**src/rtl/nco_pkg.sv**
```systemverilog
package nco_pkg;
  localparam int unsigned ACC_W  = 48;
  localparam int unsigned OUT_W  = 14;
  localparam int unsigned QUAD_W = 2;
  typedef logic [ACC_W-1:0]  acc_t;
  typedef logic [OUT_W-1:0]  out_t;
  typedef logic [QUAD_W-1:0] quad_t;
endpackage

```
**src/rtl/nco_tuning_sum.sv**
```systemverilog
module nco_tuning_sum #(
  parameter int unsigned ACC_W = 48
) (
  input  logic             clk_i,
  input  logic             rst_ni,
  input  logic [ACC_W-1:0] center_i,
  input  logic [ACC_W-1:0] offset_i,
  input  logic             offset_en_i,
  output logic [ACC_W-1:0] step_o
);
  logic [ACC_W-1:0] offset_gated;

  assign offset_gated = offset_en_i ? offset_i : '0;
  assign step_o       = center_i + offset_gated;  // wraps mod 2^ACC_W

  AST_OFF_GATED: assert property (@(posedge clk_i) disable iff (!rst_ni)
    !offset_en_i |-> (step_o == center_i));
  AST_OFF_PASS: assert property (@(posedge clk_i) disable iff (!rst_ni)
    offset_en_i |-> ((step_o - offset_i) == center_i));
endmodule

```
**src/rtl/nco_phase_acc.sv**
```systemverilog
module nco_phase_acc #(
  parameter int unsigned ACC_W = 48
) (
  input  logic             clk_i,
  input  logic             rst_ni,
  input  logic [ACC_W-1:0] step_i,
  output logic [ACC_W-1:0] acc_o
);
  logic [ACC_W-1:0] acc_q;

  always_ff @(posedge clk_i or negedge rst_ni) begin
    if (!rst_ni) acc_q <= '0;
    else         acc_q <= acc_q + step_i;
  end

  assign acc_o = acc_q;

  AST_ACC_HOLD: assert property (@(posedge clk_i) disable iff (!rst_ni)
    (step_i == '0) |=> $stable(acc_q));
endmodule

```
**src/rtl/nco_quad_shift.sv**
```systemverilog
module nco_quad_shift #(
  parameter int unsigned ACC_W  = 48,
  parameter int unsigned OUT_W  = 14,
  parameter int unsigned QUAD_W = 2
) (
  input  logic              clk_i,
  input  logic              rst_ni,
  input  logic [ACC_W-1:0]  acc_i,
  input  logic [QUAD_W-1:0] quad_i,
  output logic [OUT_W-1:0]  phase_o
);
  localparam int unsigned LOW_W = ACC_W - QUAD_W;

  logic [ACC_W-1:0] shifted;
  logic [OUT_W-1:0] phase_q;

  // quadrant code lands in the top bits; carry out drops (mod 2^ACC_W)
  assign shifted = acc_i + {quad_i, {LOW_W{1'b0}}};

  generate
    if (OUT_W < ACC_W) begin : g_trunc
      always_ff @(posedge clk_i or negedge rst_ni) begin
        if (!rst_ni) phase_q <= '0;
        else         phase_q <= shifted[ACC_W-1 -: OUT_W];
      end
    end else begin : g_full
      always_ff @(posedge clk_i or negedge rst_ni) begin
        if (!rst_ni) phase_q <= '0;
        else         phase_q <= shifted[OUT_W-1:0];
      end
    end
  endgenerate

  assign phase_o = phase_q;

  AST_QUAD_ZERO: assert property (@(posedge clk_i) disable iff (!rst_ni)
    (quad_i == '0) |=> (phase_o == $past(acc_i[ACC_W-1 -: OUT_W])));
  AST_QUAD_HALF: assert property (@(posedge clk_i) disable iff (!rst_ni)
    (quad_i == QUAD_W'(2)) |=>
      (phase_o == ($past(acc_i[ACC_W-1 -: OUT_W]) ^ {1'b1, {(OUT_W-1){1'b0}}})));
endmodule

```
**src/rtl/nco_phase_core.sv**
```systemverilog
module nco_phase_core
  import nco_pkg::*;
(
  input  logic              clk_i,
  input  logic              rst_ni,
  input  logic [ACC_W-1:0]  center_word_i,
  input  logic [ACC_W-1:0]  offset_word_i,
  input  logic              offset_en_i,
  input  logic [QUAD_W-1:0] quad_sel_i,
  output logic [OUT_W-1:0]  phase_o
);
  acc_t step;
  acc_t acc;

  nco_tuning_sum #(.ACC_W(ACC_W)) u_sum (
    .clk_i       (clk_i),
    .rst_ni      (rst_ni),
    .center_i    (center_word_i),
    .offset_i    (offset_word_i),
    .offset_en_i (offset_en_i),
    .step_o      (step)
  );

  nco_phase_acc #(.ACC_W(ACC_W)) u_acc (
    .clk_i  (clk_i),
    .rst_ni (rst_ni),
    .step_i (step),
    .acc_o  (acc)
  );

  nco_quad_shift #(.ACC_W(ACC_W), .OUT_W(OUT_W), .QUAD_W(QUAD_W)) u_shift (
    .clk_i   (clk_i),
    .rst_ni  (rst_ni),
    .acc_i   (acc),
    .quad_i  (quad_sel_i),
    .phase_o (phase_o)
  );

  AST_RESET_IDLE: assert property (@(posedge clk_i) disable iff (!rst_ni)
    ((center_word_i == '0) && !offset_en_i) |=> $stable(acc));
endmodule

```
**config.mk**
```make
export PLATFORM = sky130hd
export DESIGN_NAME = nco_phase_core
export DESIGN_NICKNAME = d
export VERILOG_FILES = /design/src/rtl/nco_pkg.sv /design/src/rtl/nco_tuning_sum.sv /design/src/rtl/nco_phase_acc.sv /design/src/rtl/nco_quad_shift.sv /design/src/rtl/nco_phase_core.sv
export SDC_FILE = /design/constraint.sdc
export NUM_CORES = 1
export LEC_CHECK = 0
export BUFFER_PORTS_ARGS = -buffer_cell sky130_fd_sc_hd__buf_2
export CAP_MARGIN = 30
export CORE_ASPECT_RATIO = 0.8
export CORE_MARGIN = 4
export CORE_UTILIZATION = 51
export DETAILED_ROUTE_END_ITERATION = 7
export GPL_TIMING_DRIVEN = 0
export PLACE_DENSITY = 0.76
export SETUP_SLACK_MARGIN = 0.02
export SLEW_MARGIN = 0
export SYNTH_ARGS = -nofsm -noshare
export SYNTH_HDL_FRONTEND = slang
export SYNTH_SLANG_ARGS = --single-unit
```
**constraint.sdc**
```tcl
create_clock -name clk_i -period 3.3 [get_ports clk_i]
set_input_delay 0.66 -clock clk_i [delete_from_list [all_inputs] [get_ports clk_i]]
set_output_delay 0.66 -clock clk_i [all_outputs]
set_load 0.05 [all_outputs]
```
# Yosys cells after proc, flatten, opt, wreduce, memory -nomap -nowiden
# Index checks and enable logic that the tools add are counted.
# totals
ff_bits,62
input_bits,101
output_inout_bits,14
# classes
add_sub_neg,3
muxes,1
# op_table
cell,count
adder 48 bit,3
two-way mux 48 bit,1

# Logic depth before layout (Yosys ltp)
# depth
depth_word,3
mapped_depth,17
mapped_depth_nobuf,15

# Cells and area by module
# Synthesis repeated with hierarchy kept, for this count alone.
# unflattened
cells_unflattened,864
hier_area_um2,7263.2
# by_module_without_submodules
mod,n_inst,cells_per_inst,area_per_inst_um2
nco_phase_acc,1,448,4093.9
nco_tuning_sum,1,400,2782.7
nco_quad_shift,1,16,386.6

# Worst setup path before layout
# OpenSTA, ideal clock, no wires.
# synth_timing
path_type,input-to-reg
start,input port offset_en_i
end,register u_acc.acc_q[47] (netlist: u_acc.acc_o[47])
setup_ps,124
arrival_time_ps,4070
setup_slack_ps,-894
cell_stages,17
cell_sequence,clkbuf_1 > clkbuf_1 > nand2_1 > fa_1 > inv_1 > ha_1 > inv_1 > fa_1 > and2b_1 > o2111ai_1 > nand2_1 > a311oi_1 > or4_4 > a2111oi_4 > nor2_2 > a31oi_2 > xnor2_1
# synth_via
elab_chain_len,3
# synth_rtl
element,line,source
"start, declared",nco_phase_core.sv:8,"input logic offset_en_i,"
two-way mux 48 bit,nco_tuning_sum.sv:13,assign offset_gated = offset_en_i ? offset_i : '0;
adder 48 bit,nco_tuning_sum.sv:14,assign step_o = center_i + offset_gated;
adder 48 bit,nco_phase_acc.sv:13,else acc_q <= acc_q + step_i;
"end signal, assigned",nco_phase_acc.sv:13,
"end, declared",nco_phase_acc.sv:9,logic [ACC_W-1:0] acc_q;
# No other way between the ends.

# Worst setup path after layout
# Ends and elaborated chain as after synthesis.

==> reports/qor.yml <==
outcome: "complete, but fails checks"
violations: "setup timing"
fmax_mhz: 257
dieArea_um2: 12500
worstPathMaxFanout: 6
cts_root_buf: "clkbuf_16"
ios: 115
grt_pass1_vias: 4849
tns_ns: -7.90
reg2regPathDepth: 15
drc: 0
die_y_um: 101
core-area_um2: 10400
synth_edf_count: 0
cts_tree: "yes"
antenna_found_initial: 0
rsz0062_at_grt: "true"
grt_use_total: 0.248
num_rows: 33
via_count: 4809
m1WireLength_um: 7150
hp-class: "in2async"
drive_above_1_share: 0.389
slew_headroom: 0.463
post-route-period-util: 1.18
ys_async_sr_fraction: 1.00
synth_ff_type: "dfrtp_1"
layout_setup_ws_ns: -0.592
dp_slack_ns: -1.41
syn-num-nets: 747
dp_cells: 805
top_layer: "met4"
cts_hold_buf: 0
yosys_warnings: 0
finClkSkew_ns: 0.00679
h-tree-depth: 3
overflow: 0
synth_area_leaders: "dfrtp_1 (28%), fa_1 (18%), ha_1 (11%), and2_1 (5.6%), xnor2_1 (5.1%)"
wl_met3_um: 842
grt_pass1_wl_um: 23900
drt-initial-drc-count: 258
gp_congestion: 0.903
final_cells: 854
die_x_um: 124
synthCells: 551
cts_made_buffers: 9
synth_top_cell_area_share: 0.283
cts.reportedPaths.clkPinSlew_ns: 0.06
netlist_area_um2: 5480
cts.sinks: 62
maxSlewViolCount: 0
port_buffers: 114
num_antenna_cells: 0
synth_cell_type_count: 45
ys_ff_latch: 62
grt_max_degree: 63
cp.arrival_ns: 4.14
met2_length_um: 7590
setup_viol: 24
ys_seq_area_frac: 0.283
post-synth-top-area-cell: "dfrtp_1"
tightestPinTransition_ns: 0.806
initial_core_util: 0.529
routedWlPerCell_um: 18.5
fin_crit_ns: 3.89
finalHoldViolCount: 0
dp_hpwl_um: 11000
worstPathRequired_ns: 3.55
wl_um: 15800
critical_path_class: "in2reg"
syn_area_per_cell_um2: 9.94
drv_cap: 0
first_pass_iters: 5
clock_latency_ns: 0.34
area_growth_pct: 37.1
worst_setup_path_start_kind: "primary input"
clockBufferDepth: 2
fill_cells: 774
vias_per_cell: 5.63
nets: 905
antenna_left: 0
endpoint_kind: "flop"
-- layout make-up --
class | instances | area, µm² | area share
Multi-Input combinational cell | 450 | 4360 | 0.580
Clock inverter | 7 | 50.0 | 0.00666
Sequential cell | 62 | 1550 | 0.207
Tap cell | 140 | 175 | 0.0233
Buffer | 14 | 153 | 0.0203
Inverter | 17 | 63.8 | 0.00850
Timing Repair Buffer | 155 | 936 | 0.125
Clock buffer | 9 | 225 | 0.0300
-- repair_timing --
item,in CTS,in global routing
setup endpoints to repair,27,30
pin swaps,27,35
gates resized for setup,78,77
setup buffers,25,18
gates cloned,0,0
-- path summary, 6_finish.rpt --
path                                  from                   to  slack (ns)
max                            offset_en_i      u_acc.acc_o[47]       -0.59
min                                 rst_ni      u_acc.acc_o[21]        0.40
max reg2reg                 u_acc.acc_o[1]      u_acc.acc_o[47]       -0.24
min reg2reg                u_acc.acc_o[36]   u_shift.phase_o[2]        0.40
max in group asynchronous           rst_ni  u_shift.phase_o[13]        2.35
min in group clk_i         u_acc.acc_o[36]   u_shift.phase_o[2]        0.40
-- Yosys cell counts (12+ instances only) --
library cell  count
nor2_1           21
xor2_1           18
nand4_1          12
inv_1            17
a21oi_1          53
fa_1             48
xnor2_1          32
nand2_1          36
ha_1             47
a21o_1           24
clkbuf_1         20
o21ai_0          24
and2_1           49
dfrtp_1          62
-- through the flow --
| stage | hold WS, ns | util | instance area, µm² |
|---|---|---|---|
| final | 0.401 | 0.725 | 7510 |
| after floorplan | 0.364 | - | 5560 |
| after global placement | 0.390 | 0.608 | 6300 |
| after detailed placement | 0.400 | 0.608 | 6300 |
| after global routing | 0.421 | 0.725 | 7510 |
| after CTS | 0.411 | 0.682 | 7070 |
-- cells in the final DEF (no fill, tap or decap), drive strengths merged, types with 2 or more instances in the layout --
| cell | synthesis | routed |
|---|---|---|
| a221oi | 2 | 2 |
| nand4 | 12 | 12 |
| xnor2 | 32 | 32 |
| nand2 | 36 | 36 |
| a21oi | 53 | 53 |
| nand3 | 4 | 4 |
| and2 | 49 | 49 |
| xor2 | 18 | 18 |
| inv | 17 | 18 |
| nand2b | 3 | 3 |
| a221o | 2 | 2 |
| and2b | 2 | 2 |
| a21boi | 2 | 2 |
| o21ai | 27 | 27 |
| clkinvlp | 0 | 3 |
| a31oi | 10 | 10 |
| nor3 | 3 | 3 |
| clkbuf | 20 | 21 |
| o211ai | 2 | 2 |
| a211oi | 7 | 7 |
| o21bai | 6 | 6 |
| o2111ai | 2 | 2 |
| nor2b | 8 | 8 |
| buf | 2 | 157 |
| dfrtp | 62 | 62 |
| and3 | 11 | 11 |
| nor2 | 22 | 22 |
| o21a | 4 | 4 |
| a21o | 24 | 24 |
| clkinv | 0 | 3 |
| fa | 48 | 48 |
| ha | 47 | 47 |
| or3 | 2 | 2 |
| a311oi | 3 | 3 |
-- critical path, cell delays in order --
cell	delay (ns)
buf_8	0.10
clkbuf_16	0.15
buf_8	0.12
and2_4	0.13
fa_2	0.55
inv_2	0.05
fa_2	0.38
and2b_1	0.24
o2111ai_2	0.11
nand2_2	0.13
a311oi_4	0.13
or4_4	0.49
a2111oi_4	0.45
nor2_2	0.10
a31oi_2	0.19
xnor2_1	0.14
-- layer usage --
layer,vias up,global-route usage
met3,20,0.0483
li1,2244,-
met4,0,0.0604
met2,164,0.404
met1,2381,0.344
met5,-,0
-- flip-flops by register name (all words and copies together) (netlist names) --
| register | count |
|---|---|
| u_acc.acc_o | 48 |
| u_shift.phase_o | 14 |
-- cell families after synthesis --
family / count (synthesis) / synth area share
and+or+nand+nor: 154 / 0.150
AOI/OAI and AO/OA: 151 / 0.177
adders and majority gates: 95 / 0.283
DFF: 62 / 0.283
xor gates and xnor gates: 50 / 0.0799
buffers and inverters: 39 / 0.0270
Power is left out: the tool's default activity adds up to more than one toggle a clock period on the data nets, which glitch-free logic cannot reach.
